--- src/rtl/flash_erase_pkg.sv ---
package flash_erase_pkg;
  localparam int ADDR_W = 24;
  localparam int SMALL_BLK_BYTES = 4096;

  localparam logic [7:0] OP_STATUS    = 8'h05;
  localparam logic [7:0] OP_WREN      = 8'h06;
  localparam logic [7:0] OP_CHIP      = 8'hC7;
  localparam logic [7:0] OP_BLK_SMALL = 8'h20;
  localparam logic [7:0] OP_BLK_LARGE = 8'hD8;

  localparam logic [1:0] ERR_NONE    = 2'd0;
  localparam logic [1:0] ERR_RANGE   = 2'd1;
  localparam logic [1:0] ERR_TIMEOUT = 2'd2;

  typedef enum logic [3:0] {
    S_IDLE, S_CHECK, S_POLL_CMD, S_POLL_DAT, S_G_REPOLL,
    S_G_WREN, S_WREN, S_G_ERASE, S_ERASE, S_G_NEXT, S_FIN
  } seqState_e;

  typedef struct packed {
    logic loadReq;
    logic advBlk;
    logic clrTimer;
    logic incTimer;
    logic clrIdx;
    logic incIdx;
  } dpCtl_t;
endpackage

--- src/rtl/flash_erase_dp.sv ---
module flash_erase_dp
  import flash_erase_pkg::*;
#(
  parameter int DEV_BYTES      = 1 << 20,
  parameter int SECTOR_BYTES   = 65536,
  parameter int TIMEOUT_CYCLES = 1000,
  parameter int LEN_W          = $clog2(DEV_BYTES + 1)
) (
  input  logic              clk,
  input  logic              rstN,
  input  dpCtl_t            ctl,
  input  logic [ADDR_W-1:0] startAddr,
  input  logic [LEN_W-1:0]  lenBytes,
  input  logic              useSmallBlk,
  output logic [ADDR_W-1:0] curAddr,
  output logic              rangeBad,
  output logic              lenZero,
  output logic              isChip,
  output logic              lastBlk,
  output logic              smallSel,
  output logic              timerExpired,
  output logic [1:0]        idx,
  output logic [7:0]        addrByte
);
  localparam int TMR_W = $clog2(TIMEOUT_CYCLES + 1);
  localparam int SUM_W = ((LEN_W > ADDR_W) ? LEN_W : ADDR_W) + 1;

  logic [LEN_W-1:0] remLen;
  logic [LEN_W-1:0] blkSize;
  logic [SUM_W-1:0] endSum;
  logic [TMR_W-1:0] timer;

  assign blkSize = smallSel ? LEN_W'(SMALL_BLK_BYTES) : LEN_W'(SECTOR_BYTES);
  assign endSum  = SUM_W'(curAddr) + SUM_W'(remLen);
  assign rangeBad = (endSum > SUM_W'(DEV_BYTES)) || (|(remLen & (blkSize - 1'b1)));
  assign lenZero  = (remLen == '0);
  assign isChip   = (remLen == LEN_W'(DEV_BYTES));
  assign lastBlk  = (remLen == blkSize);
  assign timerExpired = (timer == TMR_W'(TIMEOUT_CYCLES - 1));

  always_ff @(posedge clk or negedge rstN) begin
    if (!rstN) begin
      curAddr  <= '0;
      remLen   <= '0;
      smallSel <= 1'b0;
    end else if (ctl.loadReq) begin
      curAddr  <= startAddr;
      remLen   <= lenBytes;
      smallSel <= useSmallBlk;
    end else if (ctl.advBlk) begin
      curAddr  <= curAddr + ADDR_W'(blkSize);
      remLen   <= remLen - blkSize;
    end
  end

  always_ff @(posedge clk or negedge rstN) begin
    if (!rstN)                             timer <= '0;
    else if (ctl.clrTimer)                 timer <= '0;
    else if (ctl.incTimer && !timerExpired) timer <= timer + 1'b1;
  end

  always_ff @(posedge clk or negedge rstN) begin
    if (!rstN)           idx <= '0;
    else if (ctl.clrIdx) idx <= '0;
    else if (ctl.incIdx) idx <= idx + 1'b1;
  end

  always_comb begin
    case (idx)
      2'd1:    addrByte = curAddr[23:16];
      2'd2:    addrByte = curAddr[15:8];
      default: addrByte = curAddr[7:0];
    endcase
  end
endmodule

--- src/rtl/flash_erase_ctl.sv ---
module flash_erase_ctl
  import flash_erase_pkg::*;
(
  input  logic              clk,
  input  logic              rstN,
  input  logic              go,
  input  logic              txReady,
  input  logic              rxValid,
  input  logic              rxBusyBit,
  input  logic              rangeBad,
  input  logic              lenZero,
  input  logic              isChip,
  input  logic              lastBlk,
  input  logic              smallSel,
  input  logic              timerExpired,
  input  logic [1:0]        idx,
  input  logic [7:0]        addrByte,
  input  logic [ADDR_W-1:0] curAddr,
  output dpCtl_t            ctl,
  output logic              csN,
  output logic              txValid,
  output logic [7:0]        txByte,
  output logic              busy,
  output logic              done,
  output logic [1:0]        errCode,
  output logic [ADDR_W-1:0] errAddr
);
  seqState_e state, nextState;
  logic waitRx, sendState, pollState, byteDone, readyNow, abortNow;
  logic [1:0] lastIdx;

  assign sendState = (state == S_POLL_CMD) || (state == S_POLL_DAT) ||
                     (state == S_WREN) || (state == S_ERASE);
  assign pollState = (state == S_POLL_CMD) || (state == S_POLL_DAT) || (state == S_G_REPOLL);
  assign byteDone  = sendState && waitRx && rxValid;
  assign readyNow  = (state == S_POLL_DAT) && byteDone && !rxBusyBit;
  assign abortNow  = pollState && timerExpired && !readyNow;
  assign txValid   = sendState && !waitRx && !abortNow;
  assign csN       = !sendState;
  assign busy      = (state != S_IDLE);
  assign done      = (state == S_FIN);
  assign lastIdx   = isChip ? 2'd0 : 2'd3;

  always_comb begin
    ctl       = '0;
    nextState = state;
    txByte    = 8'h00;
    case (state)
      S_IDLE: if (go) begin ctl.loadReq = 1'b1; nextState = S_CHECK; end
      S_CHECK: begin
        if (rangeBad || lenZero) nextState = S_FIN;
        else begin ctl.clrTimer = 1'b1; nextState = S_POLL_CMD; end
      end
      S_POLL_CMD: begin
        ctl.incTimer = 1'b1;
        txByte = OP_STATUS;
        if (byteDone) nextState = S_POLL_DAT;
      end
      S_POLL_DAT: begin
        ctl.incTimer = 1'b1;
        if (byteDone) nextState = rxBusyBit ? S_G_REPOLL : S_G_WREN;
      end
      S_G_REPOLL: begin ctl.incTimer = 1'b1; nextState = S_POLL_CMD; end
      S_G_WREN:   nextState = S_WREN;
      S_WREN: begin
        txByte = OP_WREN;
        if (byteDone) nextState = S_G_ERASE;
      end
      S_G_ERASE: begin ctl.clrIdx = 1'b1; nextState = S_ERASE; end
      S_ERASE: begin
        if (idx != 2'd0)  txByte = addrByte;
        else if (isChip)  txByte = OP_CHIP;
        else              txByte = smallSel ? OP_BLK_SMALL : OP_BLK_LARGE;
        if (byteDone) begin
          if (idx != lastIdx)          ctl.incIdx = 1'b1;
          else if (isChip || lastBlk)  nextState = S_FIN;
          else begin ctl.advBlk = 1'b1; nextState = S_G_NEXT; end
        end
      end
      S_G_NEXT: begin ctl.clrTimer = 1'b1; nextState = S_POLL_CMD; end
      S_FIN:    nextState = S_IDLE;
      default:  nextState = S_IDLE;
    endcase
    if (abortNow) nextState = S_FIN;
  end

  always_ff @(posedge clk or negedge rstN) begin
    if (!rstN) begin
      state   <= S_IDLE;
      waitRx  <= 1'b0;
      errCode <= ERR_NONE;
      errAddr <= '0;
    end else begin
      state <= nextState;
      if (txValid && txReady)               waitRx <= 1'b1;
      else if (byteDone || nextState == S_FIN) waitRx <= 1'b0;
      if (state == S_IDLE && go) errCode <= ERR_NONE;
      if (state == S_CHECK && rangeBad) begin
        errCode <= ERR_RANGE;
        errAddr <= curAddr;
      end
      if (abortNow) begin
        errCode <= ERR_TIMEOUT;
        errAddr <= curAddr;
      end
    end
  end
endmodule

--- src/rtl/flash_erase_seq.sv ---
module flash_erase_seq
  import flash_erase_pkg::*;
#(
  parameter int DEV_BYTES      = 1 << 20,
  parameter int SECTOR_BYTES   = 65536,
  parameter int TIMEOUT_CYCLES = 1000,
  parameter int LEN_W          = $clog2(DEV_BYTES + 1)
) (
  input  logic              clk,
  input  logic              rstN,
  input  logic              go,
  input  logic [23:0]       startAddr,
  input  logic [LEN_W-1:0]  lenBytes,
  input  logic              useSmallBlk,
  output logic              csN,
  output logic [7:0]        txByte,
  output logic              txValid,
  input  logic              txReady,
  input  logic [7:0]        rxByte,
  input  logic              rxValid,
  output logic              busy,
  output logic              done,
  output logic [1:0]        errCode,
  output logic [23:0]       errAddr
);
  dpCtl_t ctl;
  logic [ADDR_W-1:0] curAddr;
  logic rangeBad, lenZero, isChip, lastBlk, smallSel, timerExpired;
  logic [1:0] idx;
  logic [7:0] addrByte;
  logic unusedRxBits;

  assign unusedRxBits = ^rxByte[7:1];

  flash_erase_dp #(
    .DEV_BYTES(DEV_BYTES), .SECTOR_BYTES(SECTOR_BYTES),
    .TIMEOUT_CYCLES(TIMEOUT_CYCLES), .LEN_W(LEN_W)
  ) i_dp (
    .clk(clk), .rstN(rstN), .ctl(ctl), .startAddr(startAddr), .lenBytes(lenBytes),
    .useSmallBlk(useSmallBlk), .curAddr(curAddr), .rangeBad(rangeBad), .lenZero(lenZero),
    .isChip(isChip), .lastBlk(lastBlk), .smallSel(smallSel), .timerExpired(timerExpired),
    .idx(idx), .addrByte(addrByte)
  );

  flash_erase_ctl i_ctl (
    .clk(clk), .rstN(rstN), .go(go), .txReady(txReady), .rxValid(rxValid),
    .rxBusyBit(rxByte[0]), .rangeBad(rangeBad), .lenZero(lenZero), .isChip(isChip),
    .lastBlk(lastBlk), .smallSel(smallSel), .timerExpired(timerExpired), .idx(idx),
    .addrByte(addrByte), .curAddr(curAddr), .ctl(ctl), .csN(csN), .txValid(txValid),
    .txByte(txByte), .busy(busy), .done(done), .errCode(errCode), .errAddr(errAddr)
  );
endmodule

--- config.mk ---
export PLATFORM = sky130hd
export DESIGN_NAME = flash_erase_seq
export DESIGN_NICKNAME = d
export VERILOG_FILES = /design/src/rtl/flash_erase_pkg.sv /design/src/rtl/flash_erase_dp.sv /design/src/rtl/flash_erase_ctl.sv /design/src/rtl/flash_erase_seq.sv
export SDC_FILE = /design/constraint.sdc
export NUM_CORES = 1
export LEC_CHECK = 0
export ABC_AREA = 1
export ABC_CLOCK_PERIOD_IN_PS = 9050
export CAP_MARGIN = 25
export CORE_MARGIN = 4
export CORE_UTILIZATION = 55
export CTS_BUF_LIST = sky130_fd_sc_hd__clkbuf_8
export CTS_CLUSTER_DIAMETER = 50
export CTS_CLUSTER_SIZE = 16
export DETAILED_ROUTE_END_ITERATION = 10
export PLACE_DENSITY = 0.81
export SLEW_MARGIN = 10
export SYNTH_ARGS = -nofsm -noshare
export SYNTH_HDL_FRONTEND = slang
export SYNTH_HIERARCHICAL = 1
export SYNTH_SLANG_ARGS = --single-unit
export TNS_END_PERCENT = 100
--- constraint.sdc ---
create_clock -name clk -period 9.05 [get_ports clk]
set_clock_uncertainty 0.1 [all_clocks]
set_input_delay 2.2625 -clock clk [delete_from_list [all_inputs] [get_ports clk]]
set_output_delay 2.2625 -clock clk [all_outputs]
set_load 0.1 [all_outputs]
==> flow_summary.ini <==
[grt]
grt_pass1_wl_mm = 27.8
grt_overflow_total = 0
grt_pass1_vias = 5771
groute.usage.overall_pct = 26.2
antenna_found_initial = 0
grt_max_degree = 65

[clocking]
clock_latency_ns = 0.39
postCtsResizedCells = 0
ctsHoldBuffers = 0
cts_setup_buffers = 0
cts_inserted_buffers = 9
cts_root_buf = clkbuf_8
h-tree-depth = 3
tritoncts = yes
clock_tree.buffer_depth = 2
cts_num_sinks = 89
path_clk_slew_ns = 0.10

[timing]
setup_viol = 0
rsz0062_at_grt = no
finalMaxSlewViolations = 0
fmax_mhz = 144
max_slew_margin_pct = 33.9
whs_ns = 0.383
tightest_slew_ns = 0.988
tns_ns = 0
setup_slack_ns = 2.13
fin_crit_ns = 6.92
timing.final.crit_share_pct = 76.5
hold_viol = 0

[yosys]
yosys_warnings = 6
post-synth-top-area-cell = dfrtp_1
syn_area_sq_um = 6450
syn-num-nets = 1025
synth_edf_count = 0
syn_avg_cell_area_sq_um = 6.91
synth_flop_cell = dfrtp_1
async_reset_ff_share_pct = 100
postSynthCellCount = 934
synthTopCellsByArea = dfrtp_1 35%, nand2_1 17%, inv_1 8.0%, ha_1 6.0%, nor2_1 4.7%
ys_seq_elements = 89
yosysUniqueCellTypes = 50
synth_top_area_share_pct = 34.5
yosysSeqAreaShare_pct = 34.5

[floorplan]
die_h_um = 116
ios = 97
die_x_um = 116
initial_utilization_pct = 56.3
rows = 39
die_area_sq_um = 13500
core_sq_um = 11500

[critical_path]
cp.required_ns = 6.69
endpoint_kind = output port
arrival_ns = 4.56
worstSetupPathType = primary input to output port
critPathSlowestCell = clkdlybuf4s50_1
reg2reg_depth = 24
critPathMaxFanout = 7
crit_chain = clkdlybuf4s50_1, nand2_1, inv_1, nand4_4, nand2_4, inv_1, nor3_2, clkdlybuf4s50_1
max_stage_delay_ns = 1.16
cp-start-kind = primary input

[cells_and_area]
nets = 1112
postLayoutCoreUtil_pct = 66.8
n_antenna_cell = 0
syn_to_final_growth_pct = 18.7
drive_above_1_share_pct = 8.19

[placement]
portBuffers = 89
place_ws_ns = 2.13
hpwl_mm = 13.3
routabilityCongestion = 0.945

[drt]
drt-initial-drc-count = 592
wl_per_cell_um = 14.7
wl_mm = 17.2
vias = 6290
ant_nets = 0
dr.pass1.iters = 5
drc_errors = 0
viasPerCell = 5.38

[min_path]
holdPathStages = 2
hp-class = flop to flop

[flow_run]
max-cap-violations = 0

[outcome]
outcome = complete, no violations
## layer usage
metal | part of all wire [%] | up-vias | GRT usage (%)
met5 | 0 | - | 0
met4 | 2.5 | 0 | 8.74
met3 | 8.2 | 39 | 5.60
met2 | 44 | 244 | 40.8
met1 | 45 | 2846 | 36.5
li1 | - | 3161 | -
## cell usage in the layout (no fill, tap or decap), types with 3 or more instances in the layout
| master | n |
|---|---|
| nand2_1 | 298 |
| clkinv_1 | 3 |
| clkbuf_8 | 9 |
| o22ai_1 | 5 |
| nor2_1 | 80 |
| a211oi_1 | 4 |
| nand3b_1 | 4 |
| o211ai_1 | 7 |
| nand3_1 | 54 |
| xor2_1 | 12 |
| o221ai_1 | 5 |
| a21oi_1 | 36 |
| nor3_1 | 14 |
| nor3_2 | 5 |
| clkdlybuf4s50_1 | 88 |
| buf_4 | 3 |
| xnor2_1 | 4 |
| nand2_2 | 38 |
| inv_1 | 136 |
| a22oi_1 | 7 |
| ha_1 | 31 |
| nor2_2 | 7 |
| nand4_1 | 9 |
| nor4_1 | 4 |
| o21ai_0 | 39 |
| dfrtp_1 | 89 |
| nand3_2 | 3 |
## through the flow
step / cells / instance area [sq um]
finish: 1169 / 7660
global route: 1169 / 7660
CTS: 1169 / 7660
detailed placement: 1153 / 7430
global placement: 1153 / 7430
floorplan: 934 / 6450
## final timing paths
kind,slack [ns],from,to
setup / recovery,2.13,rxValid,txValid
setup reg to reg,4.45,i_dp/curAddr[0],i_dp/timer[9]
max in group asynchronous,6.05,rstN,i_dp/remLen[13]
hold / removal,0.38,i_ctl/errAddr[18],i_ctl/errAddr[18]
hold reg to reg,0.38,i_ctl/errAddr[18],i_ctl/errAddr[18]
min in group asynchronous,1.67,rstN,i_dp/timer[2]
## cell families (layout without fill, tap and decap cells)
kind of cell,after synthesis,after routing,synth area share [%]
buf+inv,156,248,10.0
xor+xnor,16,16,2.17
simple gates,527,527,36.5
flops,89,89,34.5
compound gates,114,114,10.4
fa+ha+maj,32,32,6.32
## area by class of cell
cell class	count	area (sq um)
Timing Repair Buffer	91	903
Tap cell	143	179
Multi-Input combinational cell	689	3580
Inverter	141	537
Clock inverter	7	110
Clock buffer	9	124
Fill cell	1029	3810
Sequential cell	89	2230
## worst max-delay path, delay by kind of cell
kind / cells / cell delay, ns
and+or+nand+nor: 4 / 0.46
buffers and inverters: 4 / 1.84
## state kept, by name (all words and copies together) (netlist names)
signal         flops
i_ctl/waitRx       1
i_dp/idx           2
i_dp/remLen       21
i_dp/smallSel      1
i_ctl/errCode      2
i_ctl/state        4
i_dp/timer        10
i_dp/curAddr      24
i_ctl/errAddr     24
## synthesized netlist by cell type, types with 2 or more instances
| cell | n |
|---|---|
| a22oi_1 | 7 |
| a21oi_2 | 2 |
| a21o_1 | 2 |
| nor4_1 | 4 |
| xnor2_1 | 4 |
| o311ai_0 | 2 |
| nor3_2 | 5 |
| nand4_1 | 9 |
| a211oi_1 | 4 |
| nand2_2 | 38 |
| clkbuf_1 | 9 |
| nor3_1 | 14 |
| nor2_1 | 80 |
| nand3_2 | 3 |
| nor2_4 | 2 |
| a21oi_1 | 36 |
| nand3b_1 | 4 |
| inv_1 | 137 |
| o211ai_1 | 7 |
| nor2_2 | 7 |
| dfrtp_1 | 89 |
| ha_1 | 31 |
| o221ai_1 | 5 |
| o21ai_0 | 39 |
| buf_12 | 2 |
| nand3_1 | 54 |
| buf_6 | 2 |
| xor2_1 | 12 |
| nand2_1 | 298 |
| clkinv_1 | 2 |
| o22ai_1 | 5 |
Power is left out: the tool's default activity adds up to more than one toggle a clock period on the data nets, which glitch-free logic cannot reach.
